## src/rtl/dcache_wb.sv

```systemverilog
module dcache_wb #(
  parameter int ADDR_W     = 32,
  parameter int DATA_W     = 32,
  parameter int NUM_LINES  = 8,
  parameter int LINE_WORDS = 4,
  parameter int SB_DEPTH   = 2
) (
  input  logic                   clk,
  input  logic                   rst_n,
  input  logic                   req_valid,
  output logic                   req_ready,
  input  logic                   req_write,
  input  logic                   req_uncached,
  input  logic [ADDR_W-1:0]      req_addr,
  input  logic [DATA_W-1:0]      req_wdata,
  input  logic [DATA_W/8-1:0]    req_be,
  output logic                   rsp_valid,
  output logic [DATA_W-1:0]      rsp_rdata,
  output logic                   mem_cmd_valid,
  input  logic                   mem_cmd_ready,
  output logic                   mem_cmd_write,
  output logic                   mem_cmd_burst,
  output logic [ADDR_W-1:0]      mem_cmd_addr,
  output logic                   mem_wvalid,
  input  logic                   mem_wready,
  output logic [DATA_W-1:0]      mem_wdata,
  output logic [DATA_W/8-1:0]    mem_wstrb,
  input  logic                   mem_rvalid,
  input  logic [DATA_W-1:0]      mem_rdata
);

  localparam int BE_W   = DATA_W / 8;
  localparam int BYTE_W = $clog2(BE_W);
  localparam int OFS_W  = $clog2(LINE_WORDS);
  localparam int IDX_W  = $clog2(NUM_LINES);
  localparam int WA_W   = ADDR_W - BYTE_W;
  localparam int TAG_W  = WA_W - OFS_W - IDX_W;
  localparam int SBP_W  = (SB_DEPTH > 1) ? $clog2(SB_DEPTH) : 1;
  localparam int SLOTS  = NUM_LINES * LINE_WORDS;

  typedef enum logic [2:0] {
    S_IDLE, S_WB_CMD, S_WB_DAT, S_RF_CMD, S_RF_DAT, S_UC_CMD, S_UC_WR, S_UC_RD
  } st_t;

  st_t st;

  logic [DATA_W-1:0] data_q [SLOTS];
  logic [TAG_W-1:0]  tag_q  [NUM_LINES];
  logic [NUM_LINES-1:0] vld_q, dty_q;

  logic [WA_W-1:0]   sb_wa [SB_DEPTH];
  logic [DATA_W-1:0] sb_d  [SB_DEPTH];
  logic [BE_W-1:0]   sb_be [SB_DEPTH];
  logic [SB_DEPTH-1:0] sb_vld;
  logic [SBP_W-1:0]  sb_wp, sb_rp;

  logic [WA_W-1:0]   fl_wa;
  logic              fl_ld;
  logic [OFS_W-1:0]  beat;
  logic [WA_W-1:0]   uc_wa;
  logic              uc_wr;
  logic [DATA_W-1:0] uc_d;
  logic [BE_W-1:0]   uc_be;

  function automatic logic [SBP_W-1:0] ptr_inc(input logic [SBP_W-1:0] p);
    return (p == SBP_W'(SB_DEPTH - 1)) ? '0 : p + 1'b1;
  endfunction

  logic unused_lo;
  assign unused_lo = ^req_addr[BYTE_W-1:0];

  wire [WA_W-1:0]  req_wa  = req_addr[ADDR_W-1:BYTE_W];
  wire [IDX_W-1:0] req_idx = req_wa[OFS_W +: IDX_W];
  wire [TAG_W-1:0] req_tag = req_wa[WA_W-1 -: TAG_W];
  wire [OFS_W-1:0] req_wrd = req_wa[OFS_W-1:0];
  wire             req_hit = vld_q[req_idx] && (tag_q[req_idx] == req_tag);

  wire [WA_W-1:0]  hd_wa  = sb_wa[sb_rp];
  wire [IDX_W-1:0] hd_idx = hd_wa[OFS_W +: IDX_W];
  wire [TAG_W-1:0] hd_tag = hd_wa[WA_W-1 -: TAG_W];
  wire [OFS_W-1:0] hd_wrd = hd_wa[OFS_W-1:0];
  wire             hd_vld = sb_vld[sb_rp];
  wire             hd_hit = vld_q[hd_idx] && (tag_q[hd_idx] == hd_tag);

  wire [IDX_W-1:0] fl_idx = fl_wa[OFS_W +: IDX_W];
  wire [TAG_W-1:0] fl_tag = fl_wa[WA_W-1 -: TAG_W];
  wire [OFS_W-1:0] fl_wrd = fl_wa[OFS_W-1:0];

  wire sb_empty = ~|sb_vld;
  wire sb_full  = &sb_vld;
  wire idle     = (st == S_IDLE);
  wire last     = (beat == OFS_W'(LINE_WORDS - 1));

  logic hazard;
  always_comb begin
    hazard = 1'b0;
    for (int i = 0; i < SB_DEPTH; i++)
      if (sb_vld[i] && sb_wa[i] == req_wa) hazard = 1'b1;
  end

  always_comb begin
    if (req_uncached)   req_ready = idle && sb_empty;
    else if (req_write) req_ready = !sb_full;
    else                req_ready = idle && !hazard && (req_hit || sb_empty);
  end

  wire acc    = req_valid && req_ready;
  wire acc_ld = acc && !req_write && !req_uncached;
  wire acc_st = acc && req_write && !req_uncached;
  wire acc_uc = acc && req_uncached;

  wire drain   = idle && hd_vld && hd_hit;
  wire hd_miss = idle && hd_vld && !hd_hit;
  wire fl_go   = hd_miss || (acc_ld && !req_hit);

  wire [WA_W-1:0]  go_wa  = hd_miss ? hd_wa : req_wa;
  wire [IDX_W-1:0] go_idx = go_wa[OFS_W +: IDX_W];

  always_ff @(posedge clk or negedge rst_n) begin
    if (!rst_n) begin
      st        <= S_IDLE;
      vld_q     <= '0;
      dty_q     <= '0;
      sb_vld    <= '0;
      sb_wp     <= '0;
      sb_rp     <= '0;
      beat      <= '0;
      fl_ld     <= 1'b0;
      rsp_valid <= 1'b0;
    end else begin
      rsp_valid <= 1'b0;

      if (acc_st) begin
        sb_vld[sb_wp] <= 1'b1;
        sb_wa[sb_wp]  <= req_wa;
        sb_d[sb_wp]   <= req_wdata;
        sb_be[sb_wp]  <= req_be;
        sb_wp         <= ptr_inc(sb_wp);
      end

      case (st)
        S_IDLE: begin
          if (drain) begin
            for (int b = 0; b < BE_W; b++)
              if (sb_be[sb_rp][b])
                data_q[{hd_idx, hd_wrd}][8*b +: 8] <= sb_d[sb_rp][8*b +: 8];
            dty_q[hd_idx] <= 1'b1;
            sb_vld[sb_rp] <= 1'b0;
            sb_rp         <= ptr_inc(sb_rp);
          end
          if (acc_ld && req_hit) begin
            rsp_valid <= 1'b1;
            rsp_rdata <= data_q[{req_idx, req_wrd}];
          end
          if (fl_go) begin
            fl_wa <= go_wa;
            fl_ld <= !hd_miss;
            beat  <= '0;
            st    <= (vld_q[go_idx] && dty_q[go_idx]) ? S_WB_CMD : S_RF_CMD;
          end
          if (acc_uc) begin
            uc_wa <= req_wa;
            uc_wr <= req_write;
            uc_d  <= req_wdata;
            uc_be <= req_be;
            st    <= S_UC_CMD;
          end
        end
        S_WB_CMD: if (mem_cmd_ready) st <= S_WB_DAT;
        S_WB_DAT: if (mem_wready) begin
          beat <= beat + 1'b1;
          if (last) st <= S_RF_CMD;
        end
        S_RF_CMD: if (mem_cmd_ready) st <= S_RF_DAT;
        S_RF_DAT: if (mem_rvalid) begin
          data_q[{fl_idx, beat}] <= mem_rdata;
          if (fl_ld && beat == fl_wrd) rsp_rdata <= mem_rdata;
          beat <= beat + 1'b1;
          if (last) begin
            vld_q[fl_idx] <= 1'b1;
            dty_q[fl_idx] <= 1'b0;
            tag_q[fl_idx] <= fl_tag;
            rsp_valid     <= fl_ld;
            st            <= S_IDLE;
          end
        end
        S_UC_CMD: if (mem_cmd_ready) st <= uc_wr ? S_UC_WR : S_UC_RD;
        S_UC_WR:  if (mem_wready) st <= S_IDLE;
        S_UC_RD:  if (mem_rvalid) begin
          rsp_valid <= 1'b1;
          rsp_rdata <= mem_rdata;
          st        <= S_IDLE;
        end
        default: st <= S_IDLE;
      endcase
    end
  end

  localparam int LO_W = OFS_W + BYTE_W;

  assign mem_cmd_valid = (st == S_WB_CMD) || (st == S_RF_CMD) || (st == S_UC_CMD);
  assign mem_cmd_write = (st == S_WB_CMD) || ((st == S_UC_CMD) && uc_wr);
  assign mem_cmd_burst = (st != S_UC_CMD);

  always_comb begin
    case (st)
      S_WB_CMD: mem_cmd_addr = {tag_q[fl_idx], fl_idx, {LO_W{1'b0}}};
      S_UC_CMD: mem_cmd_addr = {uc_wa, {BYTE_W{1'b0}}};
      default:  mem_cmd_addr = {fl_tag, fl_idx, {LO_W{1'b0}}};
    endcase
  end

  assign mem_wvalid = (st == S_WB_DAT) || (st == S_UC_WR);
  assign mem_wdata  = (st == S_UC_WR) ? uc_d  : data_q[{fl_idx, beat}];
  assign mem_wstrb  = (st == S_UC_WR) ? uc_be : {BE_W{1'b1}};

endmodule

```

## config.mk

```make
export PLATFORM = sky130hd
export DESIGN_NAME = dcache_wb
export DESIGN_NICKNAME = d
export VERILOG_FILES = /design/src/rtl/dcache_wb.sv
export SDC_FILE = /design/constraint.sdc
export NUM_CORES = 2
export LEC_CHECK = 0
export ABC_AREA = 0
export BUFFER_PORTS_ARGS = -buffer_cell sky130_fd_sc_hd__buf_2
export CAP_MARGIN = 10
export CORE_ASPECT_RATIO = 0.9
export CORE_MARGIN = 3
export CORE_UTILIZATION = 27
export DETAILED_ROUTE_END_ITERATION = 8
export PLACE_DENSITY = 0.41
export SLEW_MARGIN = 0
export SYNTH_ARGS = -nofsm -noshare
export SYNTH_HDL_FRONTEND = slang
export SYNTH_SLANG_ARGS = --single-unit
```

## constraint.sdc

```tcl
create_clock -name clk -period 12.7 [get_ports clk]
set_clock_uncertainty 0.1 [all_clocks]
set_input_delay 2.54 -clock clk [delete_from_list [all_inputs] [get_ports clk]]
set_output_delay 2.54 -clock clk [all_outputs]
set_load 0.05 [all_outputs]
```

-- Yosys cells after proc, flatten, opt, wreduce, memory -nomap -nowiden
Memory sizes are Yosys's and may differ from the RTL's. A register that Yosys moved wholly into a read port is not among the register bits.
Cells that the tools add are included.
- register bits: 156
- memory bits (writable): 1356
- input bits: 108
- output and inout port bits: 106
- memories kept: 5
- $add $sub $neg: 3
- order comparisons: 10
- equal/unequal tests: 28
- multiplexer cells: 91
- bitwise gates (word level): 7
- reduce and logical (&&, ||, !) cells: 62
- memories (name ; depth ; bits a word ; rd ports ; clocked after Yosys merged registers in ; wr ports ; line ; source):
    data_q ; 32 ; 32 ; 2 ; 0 ; 1 ; 47 ; logic [DATA_W-1:0] data_q [SLOTS];
    tag_q ; 8 ; 25 ; 3 ; 1 ; 1 ; 48 ; logic [TAG_W-1:0] tag_q [NUM_LINES];
    sb_d ; 2 ; 32 ; 1 ; 0 ; 1 ; 52 ; logic [DATA_W-1:0] sb_d [SB_DEPTH];
    sb_wa ; 2 ; 30 ; 3 ; 0 ; 1 ; 51 ; logic [WA_W-1:0] sb_wa [SB_DEPTH];
    sb_be ; 2 ; 4 ; 1 ; 0 ; 1 ; 53 ; logic [BE_W-1:0] sb_be [SB_DEPTH];
- operator list (kind ; number):
    32-bit two-way mux ; 6
    32-bit case mux with 3 select lines ; 1
    32-bit case mux with 2 select lines ; 1
    30-bit equality test ; 2
    25-bit equality test ; 2
    1-bit two-way mux ; 45
    3-bit two-way mux ; 12
    1-bit logical AND ; 32
    32-bit OR reduction ; 1
    30-bit two-way mux ; 1
    8-bit two-way mux ; 3
    3-bit case mux with 8 select lines ; 1
    2-bit != test (second input constant) ; 10
    3-bit by 4-bit less-than comparator with 1-bit output (second input constant) ; 4
    8-bit OR ; 2
    8-bit case mux with 2 select lines ; 1
    2-bit two-way mux ; 7
    1-bit binary-select mux with 3-bit select ; 4
    3-bit equality test (second input constant) ; 4
    10-bit AND reduction ; 1
    3-bit AND reduction ; 3
    8-bit AND ; 1
    1-bit logical NOT ; 8
    4-bit two-way mux ; 2
    other kinds (29) ; 47

-- Depth between registers and ports, before layout
An unclocked memory read counts as a cell.
- word-level depth: 18
- depth in mapped cells: 16
- gate-level depth less buffers: 13

-- Worst setup path before layout
Ideal clock, no wire load.
- path type: input-to-output
- from: input port req_addr[4]
- to: output port req_ready
- arrival time: 5.505 ns
- required time: 10.060 ns
- setup slack: 4.555 ns
- cell stages on the path: 10
- buffers on the path: 2
- cell sequence: buf_2 > buf_1 > mux4_2 > mux2i_1 > xor2_1 > nand3_1 > nor4_2 > nand4_1 > a21o_1 > o21ai_1
- word-level cells in the longest chain between the ends: 9
- elaborated cells between the ends (all ways): 17
- those cells by class: eq/ne (3); mux (6); reduce/logical (7); memory (1)
- RTL lines (item ; line ; source):
    start: declaration ; 14 ; input logic [ADDR_W-1:0] req_addr,
    parallel branches: the longest is 6 deep, another holds memory read 8 x 25 bit ; n/a ;
    1-bit logical AND (*) ; 104 ; else req_ready = idle && !hazard && (req_hit || sb_empty);
    1-bit two-way mux (*) ; 103 ; else if (req_write) req_ready = !sb_full;
    1-bit two-way mux (*) ; 102 ; if (req_uncached) req_ready = idle && sb_empty;
    end: declaration ; 11 ; output logic req_ready,
Mark *: on every way between the ends. The select of a mux whose other input is x is not followed.

-- Final worst setup path
Same ends and word-level chain as after synthesis.

==> flow_metrics.tcl <==
set metrics [dict create \
    intPower_w 0.009432 \
    cp.arrival_ps 6940 \
    grt_max_degree 118 \
    worstPathRequired_ps 10060 \
    setup.worst_path.end_class "primary output" \
    cts_tree "done" \
    cts-buffers-inserted 181 \
    nNetsFinal 4272 \
    clock-root-buffer "clkbuf_16" \
    clk_latency_ps 850 \
    synth_ff_type "edfxtp_1" \
    post-route-util 0.3164 \
    power_density_mw_per_mm2 159.7 \
    die-area_sq_mm 0.2700 \
    dp_hpwl_mm 152.1 \
    layout_min_cycle_time_ps 9577 \
    place_inst 7476 \
    synth_enable_flop_cells 1485 \
    syn_inst 3904 \
    initial_core_util 0.2720 \
    syn_to_final_growth_pct 16.34 \
    setup_viol_count_final 0 \
    worst_pin_slew_ps 1231 \
    critPathKind "in2out" \
    finalSetupTns_ps 0 \
    fp-row-count 178 \
    syn_area_per_cell_sq_um 18.25 \
    die-height_um 493.3 \
    coreArea_sq_mm 0.2619 \
    clk_pin_slew_ps 60 \
    yosysWarnings 0 \
    synth_most_common_cell "edfxtp_1" \
    pwr-share-seq 0.430 \
    grt_pass1_vias 41080 \
    final_cells 7813 \
    gp_congestion 0.7685 \
    ctsResizeCount 0 \
    synth_cell_types 68 \
    rsz0062_at_grt "false" \
    yosysTopAreaCellShare 0.6260 \
    power_frac_clock 0.379 \
    critPathLaunchType "primary input" \
    peakVddDrop_uv 110.3 \
    ys_seq_area_frac 0.6363 \
    drive_gt1_frac 0.3506 \
    maxSlewViolCount 0 \
    antenna_found_initial 18 \
    drt-total-wl_mm 247.9 \
    finalCritPeriodShare 0.7541 \
    leakage_nw 25.57 \
    comb_power_share 0.191 \
    fmax_mhz 104.4 \
    die_x_um 547.4 \
    p_total_w 0.01323 \
    hold_viol 0 \
    status "finished clean" \
    hold_class "reg2reg" \
    sw_frac_of_total 0.2872 \
    final_antenna_net_count 0 \
    cts_buffer_depth 4 \
    max_slew_margin 0.1785 \
    cts_hold_buf 0 \
    yosysTopAreaCell "edfxtp_1" \
    synth_seq_cells 1515 \
    syn_area_sq_mm 0.07123 \
    route.detailed.drc 0 \
    synthTopCellsByArea "edfxtp_1 63%, mux4_2 22%, mux2i_1 2.4%" \
    post_drt_wl_per_cell_um 31.73 \
    grtUsageTotal 0.1796 \
    cts_setup_buffers 0 \
    synth_common_cells "1,485 x edfxtp_1, 704 x mux4_2, 246 x nor2_1" \
    ioPinCount 214 \
    synthArstFlopShare 0.01782 \
    port_buffers 209 \
    p_sw_w 0.003800 \
    drv_cap 0 \
    avgViaCountPerCell 5.197 \
    grt_first_pass_wirelength_mm 341.8 \
    cts.sinks 1515 \
    vias 40600 \
    clock_tree.htree_level_count 4 \
    grt_overflow_total 0 \
    first_pass_iters 6 \
    path_max_fanout 68 \
    drtIter0Drc 3685 \
]
[worst max-delay path, cell delays in order]
cell and delay [ps]:
buf_8 640, mux4_2 610, mux2i_1 200, xnor2_1 220, nor4_1 390, nand3_1 280
nor4_2 960, nand4_1 190, a21o_1 220, o21ai_1 220, buf_2 340
[routing by layer]
layer	global-route usage	vias up	share of wire	wire length [um]
met5	0	-	0.00010	26
met2	0.2772	1421	0.46	112900
met4	0.05040	4	0.029	7144
met3	0.03626	359	0.064	15770
li1	-	16860	-	-
met1	0.2568	21950	0.45	112000
[cell type report]
cell class | count | area (sq um)
fill | 25440 | 179000
antenna | 8 | 20.02
inverter | 7 | 26.28
sequential | 1515 | 45350
clock buffer | 227 | 4840
tap | 3510 | 4392
clock inverter | 88 | 735.7
multi-input combinational | 2090 | 25080
timing repair buffer | 368 | 2434
[power groups by stage]
stage	sequential, W	clock, W	combinational [W]
final	0.00569	0.00502	0.00252
after global routing	0.00570	0.00536	0.00269
after CTS	0.00570	0.00517	0.00258
after detailed placement	0.00580	0	0.00257
after global placement	0.00580	0	0.00258
after floorplan	0.00580	0	0.00173
[placed cells by master (no fill, tap or decap), types with 32 or more instances in the layout]
cell type,synthesis,routed
a21oi_1,125,124
a22oi_1,58,58
a32oi_1,43,43
buf_2,37,204
buf_4,9,142
clkbuf_1,183,39
clkbuf_16,0,187
clkinv_1,0,42
edfxtp_1,1485,1485
mux2_2,60,60
mux2i_1,174,174
mux4_2,704,704
nand2_1,228,226
nor2_1,246,180
nor2_2,0,58
o21ai_0,80,48
o21ai_2,0,35
xnor2_1,64,64
xor2_1,32,32
[path summary, 6_finish.rpt]
check                                       start                       end  slack [ps]  depth (start not counted)
worst max-delay path                  req_addr[4]                 req_ready        3120                         11
worst min-delay path            fl_ld$_DFFE_PN0P_         fl_ld$_DFFE_PN0P_         430                          1
worst max register to register  sb_rp$_DFFE_PN0P_  data_q[25][13]$_DFFE_PP_        5960                         13
worst min register to register  fl_ld$_DFFE_PN0P_         fl_ld$_DFFE_PN0P_         430                          1
max in group asynchronous                   rst_n       beat[0]$_DFFE_PN0P_       10380                          2
min in group asynchronous                   rst_n       rsp_valid$_DFF_PN0_        1690                          2
[logic make-up after synthesis]
kind of cell / share of synthesized area
AO/OA/AOI/OAI: 0.03559
AND/OR/NAND/NOR: 0.04065
XOR/XNOR: 0.01180
multiplexers: 0.2579
buffers and inverters: 0.01751
other: 0.00005264
flip-flops: 0.6363
adder cells (fa/ha/maj): 0.0001756
[sequential cells by signal, summed over array words and instances, names as in the netlist, named ones only]
signal and cells:
beat 2, data_q 1024, dty_q 8, fl_ld 1, fl_wa 30, rsp_rdata 32, rsp_valid 1, sb_be 8
sb_d 64, sb_rp 1, sb_vld 2, sb_wa 60, sb_wp 1, st 3, tag_q 200, uc_be 4
uc_d 32, uc_wa 30, uc_wr 1, vld_q 8
[per-stage QoR]
stage | instance area (sq um) | hold slack, ps | setup slack, ps
finish | 82870 | 434.1 | 3123
global route | 82860 | 465.1 | 3040
CTS | 82630 | 432.8 | 3046
detailed placement | 77050 | 419.2 | 3074
global placement | 77050 | 408.9 | 3079
floorplan | 71240 | 375.8 | 4555
Power figures use the tool's default switching activity.
